--- src/rtl/desc_ring_pkg.sv ---
package desc_ring_pkg;
  typedef enum logic [0:0] {
    RING_TX = 1'b0,
    RING_RX = 1'b1
  } ring_dir_e;

  localparam int DESC_WORDS = 3;
  localparam int DESC_BYTES = DESC_WORDS * 4;
endpackage

--- src/rtl/ring_ptr.sv ---
module ring_ptr #(
  parameter int IDX_W = 4
) (
  input  logic             clk,
  input  logic             rst_n,
  input  logic             clr,
  input  logic             adv,
  input  logic [IDX_W-1:0] last,
  output logic [IDX_W-1:0] idx
);
  logic [IDX_W-1:0] idx_q, idx_d;

  always_comb begin
    idx_d = idx_q;
    if (clr) begin
      idx_d = '0;
    end else if (adv) begin
      idx_d = (idx_q == last) ? '0 : idx_q + IDX_W'(1);
    end
  end

  always_ff @(posedge clk or negedge rst_n) begin
    if (!rst_n) idx_q <= '0;
    else        idx_q <= idx_d;
  end

  assign idx = idx_q;
endmodule

--- src/rtl/ring_occ.sv ---
module ring_occ #(
  parameter int IDX_W = 4,
  localparam int OCC_W = IDX_W + 1
) (
  input  logic             clk,
  input  logic             rst_n,
  input  logic             clr,
  input  logic             inc,
  input  logic             dec,
  input  logic [IDX_W-1:0] last,
  output logic [OCC_W-1:0] occ,
  output logic             full,
  output logic             empty
);
  logic [OCC_W-1:0] occ_q, occ_d;

  always_comb begin
    occ_d = occ_q;
    if (clr) begin
      occ_d = '0;
    end else if (inc && !dec) begin
      occ_d = occ_q + OCC_W'(1);
    end else if (dec && !inc) begin
      occ_d = occ_q - OCC_W'(1);
    end
  end

  always_ff @(posedge clk or negedge rst_n) begin
    if (!rst_n) occ_q <= '0;
    else        occ_q <= occ_d;
  end

  assign occ   = occ_q;
  assign full  = (occ_q == ({1'b0, last} + OCC_W'(1)));
  assign empty = (occ_q == '0);
endmodule

--- src/rtl/desc_ring_mgr.sv ---
module desc_ring_mgr
  import desc_ring_pkg::*;
#(
  parameter int        ADDR_W = 32,
  parameter int        IDX_W  = 4,
  parameter ring_dir_e DIR    = RING_TX
) (
  input  logic              clk,
  input  logic              rst_n,
  input  logic              cfg_en,
  input  logic              cfg_we,
  input  logic [ADDR_W-1:0] cfg_base,
  input  logic [IDX_W-1:0]  cfg_last,
  input  logic              irq_en,
  input  logic              sw_done,
  input  logic              hw_done,
  input  logic              hw_err,
  output logic [IDX_W-1:0]  sw_index,
  output logic [ADDR_W-1:0] sw_desc_addr,
  output logic              sw_busy,
  output logic              sw_slot_err,
  output logic [IDX_W-1:0]  hw_index,
  output logic [ADDR_W-1:0] hw_desc_addr,
  output logic              hw_ready,
  output logic              irq
);
  localparam int SLOTS = 1 << IDX_W;
  localparam int OCC_W = IDX_W + 1;

  logic [ADDR_W-1:0] base_q, base_d;
  logic [IDX_W-1:0]  last_q, last_d;
  logic [SLOTS-1:0]  err_q, err_d;
  logic              irq_q, irq_d;
  logic [OCC_W-1:0]  occ_w;
  logic              full_w, empty_w;
  logic              cfg_take, sw_acc, hw_acc;
  logic              prod_adv, cons_adv;
  logic [IDX_W-1:0]  prod_idx, cons_idx;

  assign cfg_take = cfg_we & ~cfg_en;

  // configuration capture, locked while the direction runs
  always_comb begin
    base_d = base_q;
    last_d = last_q;
    if (cfg_take) begin
      base_d = cfg_base;
      last_d = cfg_last;
    end
  end

  always_ff @(posedge clk or negedge rst_n) begin
    if (!rst_n) begin
      base_q <= '0;
      last_q <= '0;
    end else begin
      base_q <= base_d;
      last_q <= last_d;
    end
  end

  // direction-specific ownership rules
  generate
    if (DIR == RING_TX) begin : g_tx
      assign sw_busy  = full_w;
      assign hw_ready = ~empty_w;
      assign prod_adv = sw_acc;
      assign cons_adv = hw_acc;
      assign sw_index = prod_idx;
      assign hw_index = cons_idx;
    end else begin : g_rx
      assign sw_busy  = empty_w;
      assign hw_ready = ~full_w;
      assign prod_adv = hw_acc;
      assign cons_adv = sw_acc;
      assign sw_index = cons_idx;
      assign hw_index = prod_idx;
    end
  endgenerate

  assign sw_acc = cfg_en & sw_done & ~sw_busy;
  assign hw_acc = cfg_en & hw_done & hw_ready;

  ring_ptr #(.IDX_W(IDX_W)) u_prod (
    .clk(clk), .rst_n(rst_n), .clr(cfg_take), .adv(prod_adv),
    .last(last_q), .idx(prod_idx)
  );

  ring_ptr #(.IDX_W(IDX_W)) u_cons (
    .clk(clk), .rst_n(rst_n), .clr(cfg_take), .adv(cons_adv),
    .last(last_q), .idx(cons_idx)
  );

  ring_occ #(.IDX_W(IDX_W)) u_occ (
    .clk(clk), .rst_n(rst_n), .clr(cfg_take), .inc(prod_adv),
    .dec(cons_adv), .last(last_q), .occ(occ_w), .full(full_w),
    .empty(empty_w)
  );

  // per-slot error status written by hardware
  always_comb begin
    err_d = err_q;
    if (cfg_take) begin
      err_d = '0;
    end else if (hw_acc) begin
      err_d[hw_index] = hw_err;
    end
  end

  always_comb begin
    irq_d = cfg_en & irq_en & ~sw_busy;
  end

  always_ff @(posedge clk or negedge rst_n) begin
    if (!rst_n) begin
      err_q <= '0;
      irq_q <= 1'b0;
    end else begin
      err_q <= err_d;
      irq_q <= irq_d;
    end
  end

  assign sw_slot_err  = err_q[sw_index];
  assign irq          = irq_q;
  assign sw_desc_addr = base_q + (ADDR_W'(sw_index) * ADDR_W'(DESC_BYTES));
  assign hw_desc_addr = base_q + (ADDR_W'(hw_index) * ADDR_W'(DESC_BYTES));
endmodule

--- config.mk ---
export PLATFORM = sky130hd
export DESIGN_NAME = desc_ring_mgr
export DESIGN_NICKNAME = d
export VERILOG_FILES = /design/src/rtl/desc_ring_pkg.sv /design/src/rtl/ring_ptr.sv /design/src/rtl/ring_occ.sv /design/src/rtl/desc_ring_mgr.sv
export SDC_FILE = /design/constraint.sdc
export NUM_CORES = 1
export LEC_CHECK = 0
export BUFFER_PORTS_ARGS = -buffer_cell sky130_fd_sc_hd__buf_2
export CORE_UTILIZATION = 50
export DETAILED_ROUTE_END_ITERATION = 6
export GPL_ROUTABILITY_DRIVEN = 1
export GPL_TIMING_DRIVEN = 0
export PLACE_DENSITY = 0.75
export SETUP_SLACK_MARGIN = 0.05
export SKIP_LAST_GASP = 1
export SYNTH_ARGS = -nofsm -noshare
export SYNTH_HDL_FRONTEND = slang
export SYNTH_HIERARCHICAL = 1
export SYNTH_SLANG_ARGS = --single-unit
--- constraint.sdc ---
create_clock -name clk -period 5.7 [get_ports clk]
set_clock_uncertainty 0.2 [all_clocks]
set_input_delay 1.14 -clock clk [delete_from_list [all_inputs] [get_ports clk]]
set_output_delay 1.14 -clock clk [all_outputs]
set_load 0.1 [all_outputs]
=== Word level (Yosys, flattened, before mapping) ===
Cells that the tools add are included.

* Output and inout port bits: 76
* Word-level logic and storage cells: 57
* Bits of input ports: 44
* Register bits after elaboration: 66

* Reduce and logical (&&, ||, !) cells: 9
* Multipliers: 2
* Mux-type cells: 16
* Equality and inequality tests: 3
* Bitwise operators: 10
* Add/sub/neg operators: 7
* Magnitude comparators: 3

{| class="wikitable"
|+ Operator list
! kind !! count
|-
| 32-bit by 8-bit adder with 32-bit output || 2
|-
| 16-bit two-way mux || 2
|-
| 4-bit two-way mux || 6
|-
| 16-bit bitwise mux || 1
|-
| 5-bit two-way mux || 3
|-
| 4-bit by 2-bit multiplier with 6-bit output, second input constant || 2
|-
| 4-bit by 5-bit less-than comparator with 1-bit output, second input constant || 2
|-
| 4-bit by 1-bit adder with 4-bit output, second input constant || 2
|-
| 4-bit == test || 2
|-
| 1-bit AND || 7
|-
| 4-bit by 1-bit adder with 5-bit output, second input constant || 1
|-
| 5-bit by 1-bit adder with 5-bit output, second input constant || 1
|-
| 5-bit == test || 1
|-
| 5-bit logical NOT || 1
|-
| 5-bit by 1-bit subtractor with 5-bit output, second input constant || 1
|-
| 1-bit binary-select mux with 4-bit select || 1
|-
| 1-bit demux with 4-bit select || 1
|-
| 4-bit by 1-bit greater-or-equal comparator with 1-bit output, second input constant || 1
|-
| 2-bit nonzero test || 2
|-
| 1-bit logical AND || 3
|-
| 1-bit inverter || 3
|-
| 3-bit nonzero test || 1
|-
| 1-bit logical NOT || 2
|-
| 1-bit two-way mux || 2
|}

=== Depth between registers and ports, before layout ===
Gate-level depths: netlist (run 1).

* Word-level depth: 9
* Depth in mapped cells: 12
* Mapped depth without buffers: 11

=== Cells and area by module ===
The synthesis (run 1) kept the hierarchy.

{| class="wikitable"
|+ By module, submodules not included
! module !! seq. area each (um^2) !! cells each !! instances !! area an instance (um^2)
|-
| desc_ring_mgr || 1326.3 || 407 || 1 || 3937.5
|-
| ring_occ || 125.1 || 58 || 1 || 530.5
|-
| ring_ptr || 100.1 || 27 || 2 || 255.2
|}

=== Worst setup path after synthesis (run 1) ===
No wires, ideal clock.

* Kind: register to output
* From: reg u_cons.idx_q[1] (netlist: u_cons/idx[1])
* To: out hw_desc_addr[19]
* Data required time: 4.360 ns
* Arrival time: 4.763 ns
* Path slack: -0.403 ns
* Buffers on the path: 1
* Stages on the path, launching flop included: 10
* Cells stage by stage: dfrtp_1 -> ha_1 -> fa_1 -> ha_1 -> a21oi_1 -> nand2_1 -> a221oi_1 -> clkbuf_1 -> nor4_1 -> xnor2_1

* Cells in the longest elaborated chain, start to end: 2

{| class="wikitable"
|+ RTL lines
! element !! line !! text
|-
| start, declared || ring_ptr.sv:11 || <nowiki>logic [IDX_W-1:0] idx_q, idx_d;</nowiki>
|-
| start signal, assigned || ring_ptr.sv:24 || <nowiki>else idx_q <= idx_d;</nowiki>
|-
| 4-bit by 2-bit multiplier with 6-bit output || desc_ring_mgr.sv:127 || <nowiki>assign hw_desc_addr = base_q + (ADDR_W'(hw_index) * ADDR_W'(DESC_BYTES));</nowiki>
|-
| 32-bit by 8-bit adder with 32-bit output || desc_ring_mgr.sv:127 ||
|-
| end, declared || desc_ring_mgr.sv:23 || <nowiki>output logic [ADDR_W-1:0] hw_desc_addr,</nowiki>
|}

Every way passes these cells.

=== Worst setup path after layout (run 1) ===
* From: reg u_cons.idx_q[2] (netlist: u_cons/idx[2])
* To: out hw_desc_addr[9]

The elaborated chain is that of the path after synthesis.

==> out/metrics.cfg, run 1 <==
[global_routing]
grt_pass1_wl_um = 20000
grt_max_degree = 67
overflow = 0
grt_use_total_pct = 25.4
grt_pass1_vias = 4179
grt_antenna_before_repair = 0

[cts]
clkTransAtPathRegs_ns = 0.07
cts_tree = built
clockRootBuffer = clkbuf_8
htree_levels = 3
cts_max_path_buffers = 2
cts_buffers = 9
cts_sinks = 66
post-cts-setup-buffer-count = 0
clk_latency_ns = 0.36

[drt]
viasPerCell = 5.41
drt-pass1-iter-count = 5
ant_nets = 0
routed_wl_um = 12500
drt_iter0_drc = 204
drc = 0
wl_per_cell_um = 15.9
vias = 4253

[critical_path]
cp_top_family = buffers and inverters
critPathSlowestCell = dfrtp_1
crit_chain = ha_1 -> clkbuf_1 -> a21oi_1 -> xnor2_1 -> ha_1 -> and3_1 -> a221oi_1 -> clkbuf_2 -> nand2b_1 -> xnor2_2 -> buf_2
cp.arrival_ns = 4.05
critical_path.max_fanout = 10
cpPeakStageDelay_ns = 0.60
end_kind = output pin
reg2reg_slack_ns = 2.14
path_class = reg2out
worstPathRequired_ns = 4.36
worst-path-buf-inv = 3
startpoint_type = flop
cpMostUsedCell = ha_1

[logic_synthesis]
synth_edf_count = 0
yosys.area.top_type = dfrtp_1
synth_top_area_share_pct = 33.2
yosys-top-cells-area = dfrtp_1 33%, ha_1 8.3%, xnor2_1 8.3%, mux2_2 7.7%, xor2_1 4.6%
synth-seq-area-share_pct = 33.2
synth_fp_nets = 601
synth_area_sq_um = 4980
yosysWarnings = 6
synth_seq_cells = 66
syn_inst = 519
syn_avg_cell_area_sq_um = 9.59
async_reset_ff_share_pct = 100
synthFlopType = dfrtp_1
ys_types = 54

[finish]
drive_above_1_share_pct = 36.8
postLayoutCoreUtil_pct = 64.5
fillers = 795
fin_cells = 786
antenna_cells = 0
num-nets-final = 730
syn_to_final_growth_pct = 26.0

[timing]
post-route-min-period_ns = 5.39
setup-tns-final_ns = 0
max_freq_mhz = 186
finalCritPeriodShare_pct = 94.5
worstMarginPinSlew_ns = 0.895
finalSetupViolCount = 0
maxSlewHeadroom_pct = 40.4
finalMaxSlewViolations = 0
rsz0062_at_grt = false
hold_violations = 0

[hold_path]
hp-class = reg2reg

[place]
dp_cells = 770
gp_congestion = 0.844
dp.final_hpwl_um = 9360
port_buffers = 118

[die]
die_x_um = 102
start_util_pct = 51.2
die_area_sq_um = 10400
io_pins = 120
dieHeight_um = 102
core.rowCount = 36
core_sq_um = 9730

[outcome]
status = complete, no violations

[job]
cap_violations = 0

[worst paths after layout]
check / end / start / cells after the start
min in group asynchronous: base_q[12] / rst_n / 1
worst max-delay path: hw_desc_addr[9] / u_cons/idx[2] / 11
worst min register to register: err_q[9] / err_q[9] / 2
worst min-delay path: err_q[9] / err_q[9] / 2
worst max register to register: u_occ/occ[4] / last_q[0] / 11
max in group asynchronous: u_prod/idx[1] / rst_n / 1
[state kept, by name, summed over array words and instances (netlist names)]
register	flops
u_occ/occ	5
last_q	4
u_prod/idx	4
base_q	32
irq	1
u_cons/idx	4
err_q	16
[layout make-up]
type / instances / area [sq um] / area share (%)
multi-input combinational: 412 / 3480 / 55.5
timing repair buffer: 118 / 593 / 9.46
inverter: 11 / 41.3 / 0.658
clock buffer: 14 / 163 / 2.59
tap: 133 / 166 / 2.65
buffer: 30 / 136 / 2.17
sequential: 66 / 1650 / 26.4
clock inverter: 2 / 35.0 / 0.559
[kinds of logic (layout without fill, tap and decap cells)]
logic type | Yosys count | after routing | synth area share [%]
adder cells (fa/ha/maj) | 38 | 38 | 10.3
buffers and inverters | 41 | 175 | 3.52
AO/OA/AOI/OAI | 66 | 66 | 8.54
flip-flops | 66 | 66 | 33.2
AND/OR/NAND/NOR | 193 | 193 | 20.9
XOR/XNOR | 74 | 74 | 13.2
multiplexers | 41 | 41 | 10.4
[cell usage in the layout (no fill, tap or decap), types with 8 or more instances in the layout]
master and count:
buf_2 122, dfrtp_1 64, nand2_1 55, nand3_1 43, mux2_2 34, ha_1 33
nor2_1 32, a21oi_1 30, xnor2_2 25, xnor2_1 22, clkbuf_1 21, xor2_2 20
nand2b_1 12, inv_1 11, clkbuf_8 11, a21o_1 8
[stage by stage]
step | area, sq um | hold WS, ns | setup WS (ns)
6_report | 6270 | 0.325 | 0.312
3_5_place_dp | 6070 | 0.316 | 0.564
3_3_place_gp | 6070 | 0.307 | 0.621
5_1_grt | 6270 | 0.342 | 0.169
4_1_cts | 6270 | 0.326 | 0.155
2_1_floorplan | 5310 | 0.297 | 0.0885
[routing by layer]
metal,track usage [%],vias up,wire (um)
li1,-,2044,-
met1,32.7,2076,5490
met2,42.1,110,6220
met3,4.97,23,522
met4,10.3,0,250
met5,0,-,0
[Yosys cell counts (all sizes together), types with 2 or more instances]
cell	count
dfrtp	66
nand2	55
xnor2	47
nand3	44
mux2	34
ha	33
nor2	32
a21oi	30
xor2	27
clkbuf	20
nand2b	12
inv	11
buf	10
nand4	9
a21o	8
nor3	7
o21ai	7
a211oi	6
and3	6
and2	5
fa	5
mux4	5
nor2b	5
and3b	4
a2111o	3
a31oi	3
nor4	3
mux2i	2
nand3b	2
nor3b	2
[timing repair]
item,in CTS,in global routing
setup endpoints to repair,0,25
resized for setup,0,6
hold buffers,0,0
[worst register-to-register path, cell delays in order (launching register included)]
cell       delay (ns)
dfrtp_1          0.48
ha_1             0.29
xor2_1           0.16
a32oi_1          0.13
a2111oi_2        0.46
and3b_1          0.39
and2b_1          0.26
inv_1            0.18
ha_1             0.32
a21oi_1          0.31
a2111o_1         0.20
nand4_1          0.08
Power of run 1 is not shown: default switching activity piles up to over one toggle a cycle in this logic, so the estimate is an artifact.
==> run 2, diff against run 1 <==
- ABC_AREA: not set -> 1
- PLACE_DENSITY: 0.75 -> 0.74
==> out/metrics.cfg, run 2 <==
[drt]
viasPerCell = 5.04
drt_iter0_drc = 308
drt-pass1-iter-count = 5
ant_nets = 0
routed_wl_um = 15100
drc = 0
wl_per_cell_um = 13.6
vias = 5615

[global_routing]
grt_pass1_wl_um = 24800
grt_max_degree = 67
grt_use_total_pct = 27.4
grt_antenna_before_repair = 0
overflow = 0
grt_pass1_vias = 5281

[logic_synthesis]
yosys.area_share.simple_pct = 37.2
synth_fp_nets = 920
synthFlopType = dfrtp_1
synth_most_common_cell = nand2_1
synthTopCellsByCount = 315 x nand2_1, 104 x inv_1, 75 x nand3_1
synth-seq-area-share_pct = 29.3
synth_top_family_by_area = simple AND/OR/NAND/NOR gates
synthAdderAreaFrac_pct = 9.09
synth_seq_cells = 66
syn_inst = 838
yosys-top-cells-area = dfrtp_1 29%, nand2_1 21%, ha_1 7.3%, inv_1 6.9%, nand3_1 6.7%
yosys.area.top_type = dfrtp_1
async_reset_ff_share_pct = 100
muxShareOfSynthArea_pct = 0
yosysWarnings = 6
ys_types = 40
synth_top_area_share_pct = 29.3
synth-compound-area-share_pct = 8.65
synth_area_sq_um = 5640
post_synth_xor_area_fraction_pct = 6.36
synth_edf_count = 0
syn_avg_cell_area_sq_um = 6.74

[timing]
max_freq_mhz = 200
setup-tns-final_ns = 0
rsz0062_at_grt = false
hold_violations = 0
hold_slack_ns = 0.319
finalSetupViolCount = 0
maxSlewHeadroom_pct = 39.7
post-route-min-period_ns = 5.01
finalMaxSlewViolations = 0
finalCritPeriodShare_pct = 87.9
worstMarginPinSlew_ns = 0.905

[critical_path]
end_kind = output pin
critical_path.max_fanout = 12
cpMostUsedCell = nand2_1
crit_chain = inv_1 -> ha_1 -> o21ai_0 -> xor2_1 -> ha_1 -> nand2_1 -> inv_1 -> nand2_1 -> nand3_1 -> nand2_1 -> nand2_1 -> nand2_1 -> inv_1 -> nor2_1 -> buf_2
critPathSlowestCell = dfrtp_1
startpoint_type = flop
cp_top_family = simple AND/OR/NAND/NOR gates
path_class = reg2out
cpPeakStageDelay_ns = 0.66
worst-path-buf-inv = 4
cp.arrival_ns = 3.67
worstPathRequired_ns = 4.36

[cts]
ctsHoldBuffers = 0
cts_buffers = 9
cts_tree = built
post-cts-setup-buffer-count = 0
cts_sinks = 66
cts_max_path_buffers = 2
cts_resized = 0
clockRootBuffer = clkbuf_16
clkTransAtPathRegs_ns = 0.06
htree_levels = 3
clk_latency_ns = 0.33

[job]
cap_violations = 0

[finish]
syn_to_final_growth_pct = 18.9
num-nets-final = 1050
layout_commonest_cell = nand2_1
fin_area_sq_um = 6710
top_register = base_q
final_cell_mix = 315 x nand2_1, 121 x buf_2, 104 x inv_1, 75 x nand3_1, 66 x dfrtp_1
fillers = 1061
antenna_cells = 0
postLayoutCoreUtil_pct = 61.4
multi_input_area_sq_um = 3460
fin_cells = 1113
regArea_sq_um = 1650
largest_reg_flops = 32
drive_above_1_share_pct = 20.9

[pwr]
p_per_area_nw_per_um2 = 467
total_leakage_power_nw = 3.77
power_switching_mw = 1.88
p_clk_share_pct = 17.3
ir_drop_mv = 0.462
p_seq_share_pct = 21.3
netSwitchingFraction_pct = 60.0
power.internal_mw = 1.26
p_comb_share_pct = 61.4

[place]
gp_congestion = 0.941
port_buffers = 119
dp_cells = 1097
dp.final_hpwl_um = 11600
placed_area_sq_um = 6420

[die]
core_sq_um = 10900
dieHeight_um = 108
io_pins = 120
start_util_pct = 51.6
die_area_sq_um = 11700
die_x_um = 108
core.rowCount = 38

[outcome]
status = complete, no violations

[hold_path]
hp-class = reg2reg

-- run 2: cell count changes after synthesis, sizes merged, moves of 12 or more --
cell,before,now
o21ai,7,61
inv,11,114
nand3,44,78
nand2,55,327
a21oi,30,18
xnor2,47,6
clkbuf,20,7
nor2,32,48
mux2,34,0
nand2b,12,0
-- run 2: area by class of cell --
type	instances	share of cell area [%]
Clock inverter	4	0.373
Timing Repair Buffer	119	8.91
Inverter	117	6.58
Tap cell	140	2.61
Clock buffer	12	3.97
Sequential cell	66	24.6
Buffer	18	1.34
Multi-Input combinational cell	637	51.6
-- run 2: logic make-up after synthesis --
logic type      after synthesis
fa+ha+maj                    38
flops                        66
buf+inv                     135
compound gates               85
xor+xnor                     41
simple gates                473
-- run 2: worst paths after layout --
kind	slack, ns	to	cells past startpoint	start
worst max register to register	2.75	u_occ/occ[4]	16	last_q[0]
min in group asynchronous	0.72	base_q[8]	1	rst_n
worst min-delay path	0.32	base_q[0]	2	base_q[0]
worst max-delay path	0.69	sw_desc_addr[11]	15	u_prod/idx[2]
worst min register to register	0.32	base_q[0]	2	base_q[0]
max in group asynchronous	4.01	base_q[19]	1	rst_n
-- run 2: stage by stage --
step / power, mW / worst slack [ns]
6_report: 3.14 / 0.691
5_1_grt: 3.32 / 0.445
4_1_cts: 3.15 / 0.675
3_5_place_dp: 2.59 / 1.06
3_3_place_gp: 2.58 / 1.08
2_1_floorplan: 2.27 / 0.110
-- run 2: power by group through the flow --
stage | combinational [mW] | sequential (mW) | clock (mW)
6_report | 1.92 | 0.667 | 0.544
3_5_place_dp | 1.92 | 0.673 | 0
2_1_floorplan | 1.53 | 0.745 | 0
5_1_grt | 2.06 | 0.680 | 0.573
3_3_place_gp | 1.91 | 0.672 | 0
4_1_cts | 1.93 | 0.666 | 0.551
-- run 2: worst reg2reg max path: cells and delay by family, from the launching register on --
family | cells | cell delay, ns
simple gates | 12 | 1.25
buf+inv | 2 | 0.11
flops | 1 | 0.48
fa+ha+maj | 2 | 0.81
-- run 2: routing by layer --
metal	share of wire (%)	vias to the layer above	GRT usage, %
li1	-	2875	-
met1	44	2538	34.1
met2	48	181	47.9
met3	5.0	21	4.40
met4	2.4	0	9.39
met5	0	-	0
No activity file was read; power rests on OpenSTA's default activity.
==> run 3, diff against run 2 <==
- SLEW_MARGIN: not set -> 20
- clock period: 5.7 -> 6.2 ns (I/O delays scaled with it)
==> out/metrics.cfg, run 3 (synthesized netlist as in run 2, its figures left out) <==
[outcome]
status = complete, no violations

[critical_path]
cp.arrival_ns = 3.61
reg2reg_depth = 16
critical_path.max_fanout = 12
critPathLaunch = u_prod/idx[2]
reg2reg_to = u_occ/occ[4]
reg2reg_slack_ns = 3.26
cpMostUsedCell = nand2_1
worstPathRequired_ns = 4.76
crit_chain = inv_1 -> ha_1 -> o21ai_0 -> xor2_1 -> ha_1 -> nand2_1 -> inv_1 -> nand2_1 -> nand3_1 -> nand2_1 -> nand2_1 -> nand2_1 -> inv_1 -> nor2_1 -> buf_2
critPathSlowestCell = dfrtp_1
end_kind = output pin
startpoint_type = flop
cp_top_family = simple AND/OR/NAND/NOR gates
path_class = reg2out
worst-path-buf-inv = 4
cpPeakStageDelay_ns = 0.65
r2r-start = last_q[0]

[global_routing]
grt_pass1_wl_um = 24700
grt_util_met1_pct = 33.3
use_met3_pct = 4.70
use_met2_pct = 48.5
grt_max_degree = 49
grt_busiest_layer = met2
grt_pass1_vias = 5260
grt_use_total_pct = 27.4
overflow = 0
grt_antenna_before_repair = 0

[die]
io_pins = 120
die_area_sq_um = 11700
core.rowCount = 38
start_util_pct = 51.6
core_sq_um = 10900
die_x_um = 108
dieHeight_um = 108

[timing]
finalSetupViolCount = 0
finalMaxSlewViolations = 0
worst_slack_ns = 1.15
finalCritPeriodShare_pct = 81.5
worstMarginPinSlew_ns = 0.888
max_freq_mhz = 198
setup-tns-final_ns = 0
post-route-min-period_ns = 5.05
rsz0062_at_grt = false
hold_violations = 0
maxSlewHeadroom_pct = 40.8

[cts]
clockRootBuffer = clkbuf_16
clk_latency_ns = 0.33
ctsHoldBuffers = 0
htree_levels = 3
post-cts-setup-buffer-count = 0
cts_buffers = 9
cts_resized = 0
cts_max_path_buffers = 2
cts_sinks = 66
clkTransAtPathRegs_ns = 0.06
cts_tree = built

[place]
dp.final_hpwl_um = 11600
port_buffers = 119
dp_cells = 1098
gp_congestion = 0.941
dpl_worst_slack_ns = 1.47

[job]
cap_violations = 0

[finish]
top_register = base_q
final_cell_mix = 315 x nand2_1, 121 x buf_2, 104 x inv_1, 75 x nand3_1, 66 x dfrtp_1
antenna_cells = 0
drive_above_1_share_pct = 20.8
layout_commonest_cell = nand2_1
syn_to_final_growth_pct = 19.9
num-nets-final = 1051
fin_cells = 1114
largest_reg_flops = 32

[pwr]
total_leakage_power_nw = 3.79
ir_drop_mv = 0.407
p_per_area_nw_per_um2 = 436

[drt]
wl_per_cell_um = 13.7
drc = 0
drt_iter0_drc = 284
routed_wl_um = 15300
viasPerCell = 5.13
drt-pass1-iter-count = 5
vias = 5712
ant_nets = 0

[hold_path]
hp-class = reg2reg
min_delay_worst_endpoint = base_q[0]
min_from = base_q[0]
holdPathStages = 2

==> run 3: changes by cell type in the layout (fill, tap and decap cells not counted) <==
cell / change
buf_16: +1
bufinv_16: +2
clkbuf_1: +1
clkbuf_8: -2
clkinvlp_4: -1
==> run 3: report_power, final <==
group          leakage (nW)  internal (mW)  switching (mW)
clock network         0.156          0.362           0.200
logic                  2.79          0.355            1.42
registers             0.851          0.498           0.113
==> run 3: worst max-delay path by stage <==
stage,endpoint,slack (ns),depth (start not counted)
3_3_place_gp,sw_desc_addr[11],1.48,15
5_1_grt,sw_desc_addr[11],0.81,15
6_report,sw_desc_addr[11],1.15,15
3_5_place_dp,sw_desc_addr[11],1.47,15
2_1_floorplan,hw_desc_addr[12],0.51,9
4_1_cts,sw_desc_addr[11],1.10,15
==> run 3: layer usage <==
layer  wire, um  up-vias  share of wire, %
li1           -     2882                 -
met1       6560     2609                43
met2       7500      203                49
met3        870       18               5.7
met4        340        0               2.2
met5          0        -                 0
==> run 3: per-stage QoR <==
stage	hold slack [ns]	utilization, %	power (mW)	cell area [sq um]
6_report	0.317	61.9	2.95	6770
5_1_grt	0.366	61.9	3.11	6770
4_1_cts	0.317	61.9	2.96	6770
3_5_place_dp	0.302	58.9	2.39	6440
3_3_place_gp	0.299	58.7	2.37	6410
2_1_floorplan	0.273	-	2.09	5640
==> run 3: layout make-up <==
| class | instances | area, sq um |
|---|---|---|
| Buffer | 18 | 90.1 |
| Clock inverter | 5 | 77.6 |
| Tap cell | 140 | 175 |
| Inverter | 117 | 442 |
| Timing Repair Buffer | 120 | 626 |
| Sequential cell | 66 | 1650 |
| Clock buffer | 11 | 243 |
| Multi-Input combinational cell | 637 | 3460 |
| Fill cell | 1046 | 4170 |
==> run 3: tightest hold or removal path: stages (launching register included) <==
cell and delay [ns]:
dfrtp_1 0.37, nand2_1 0.06, nand2_1 0.05
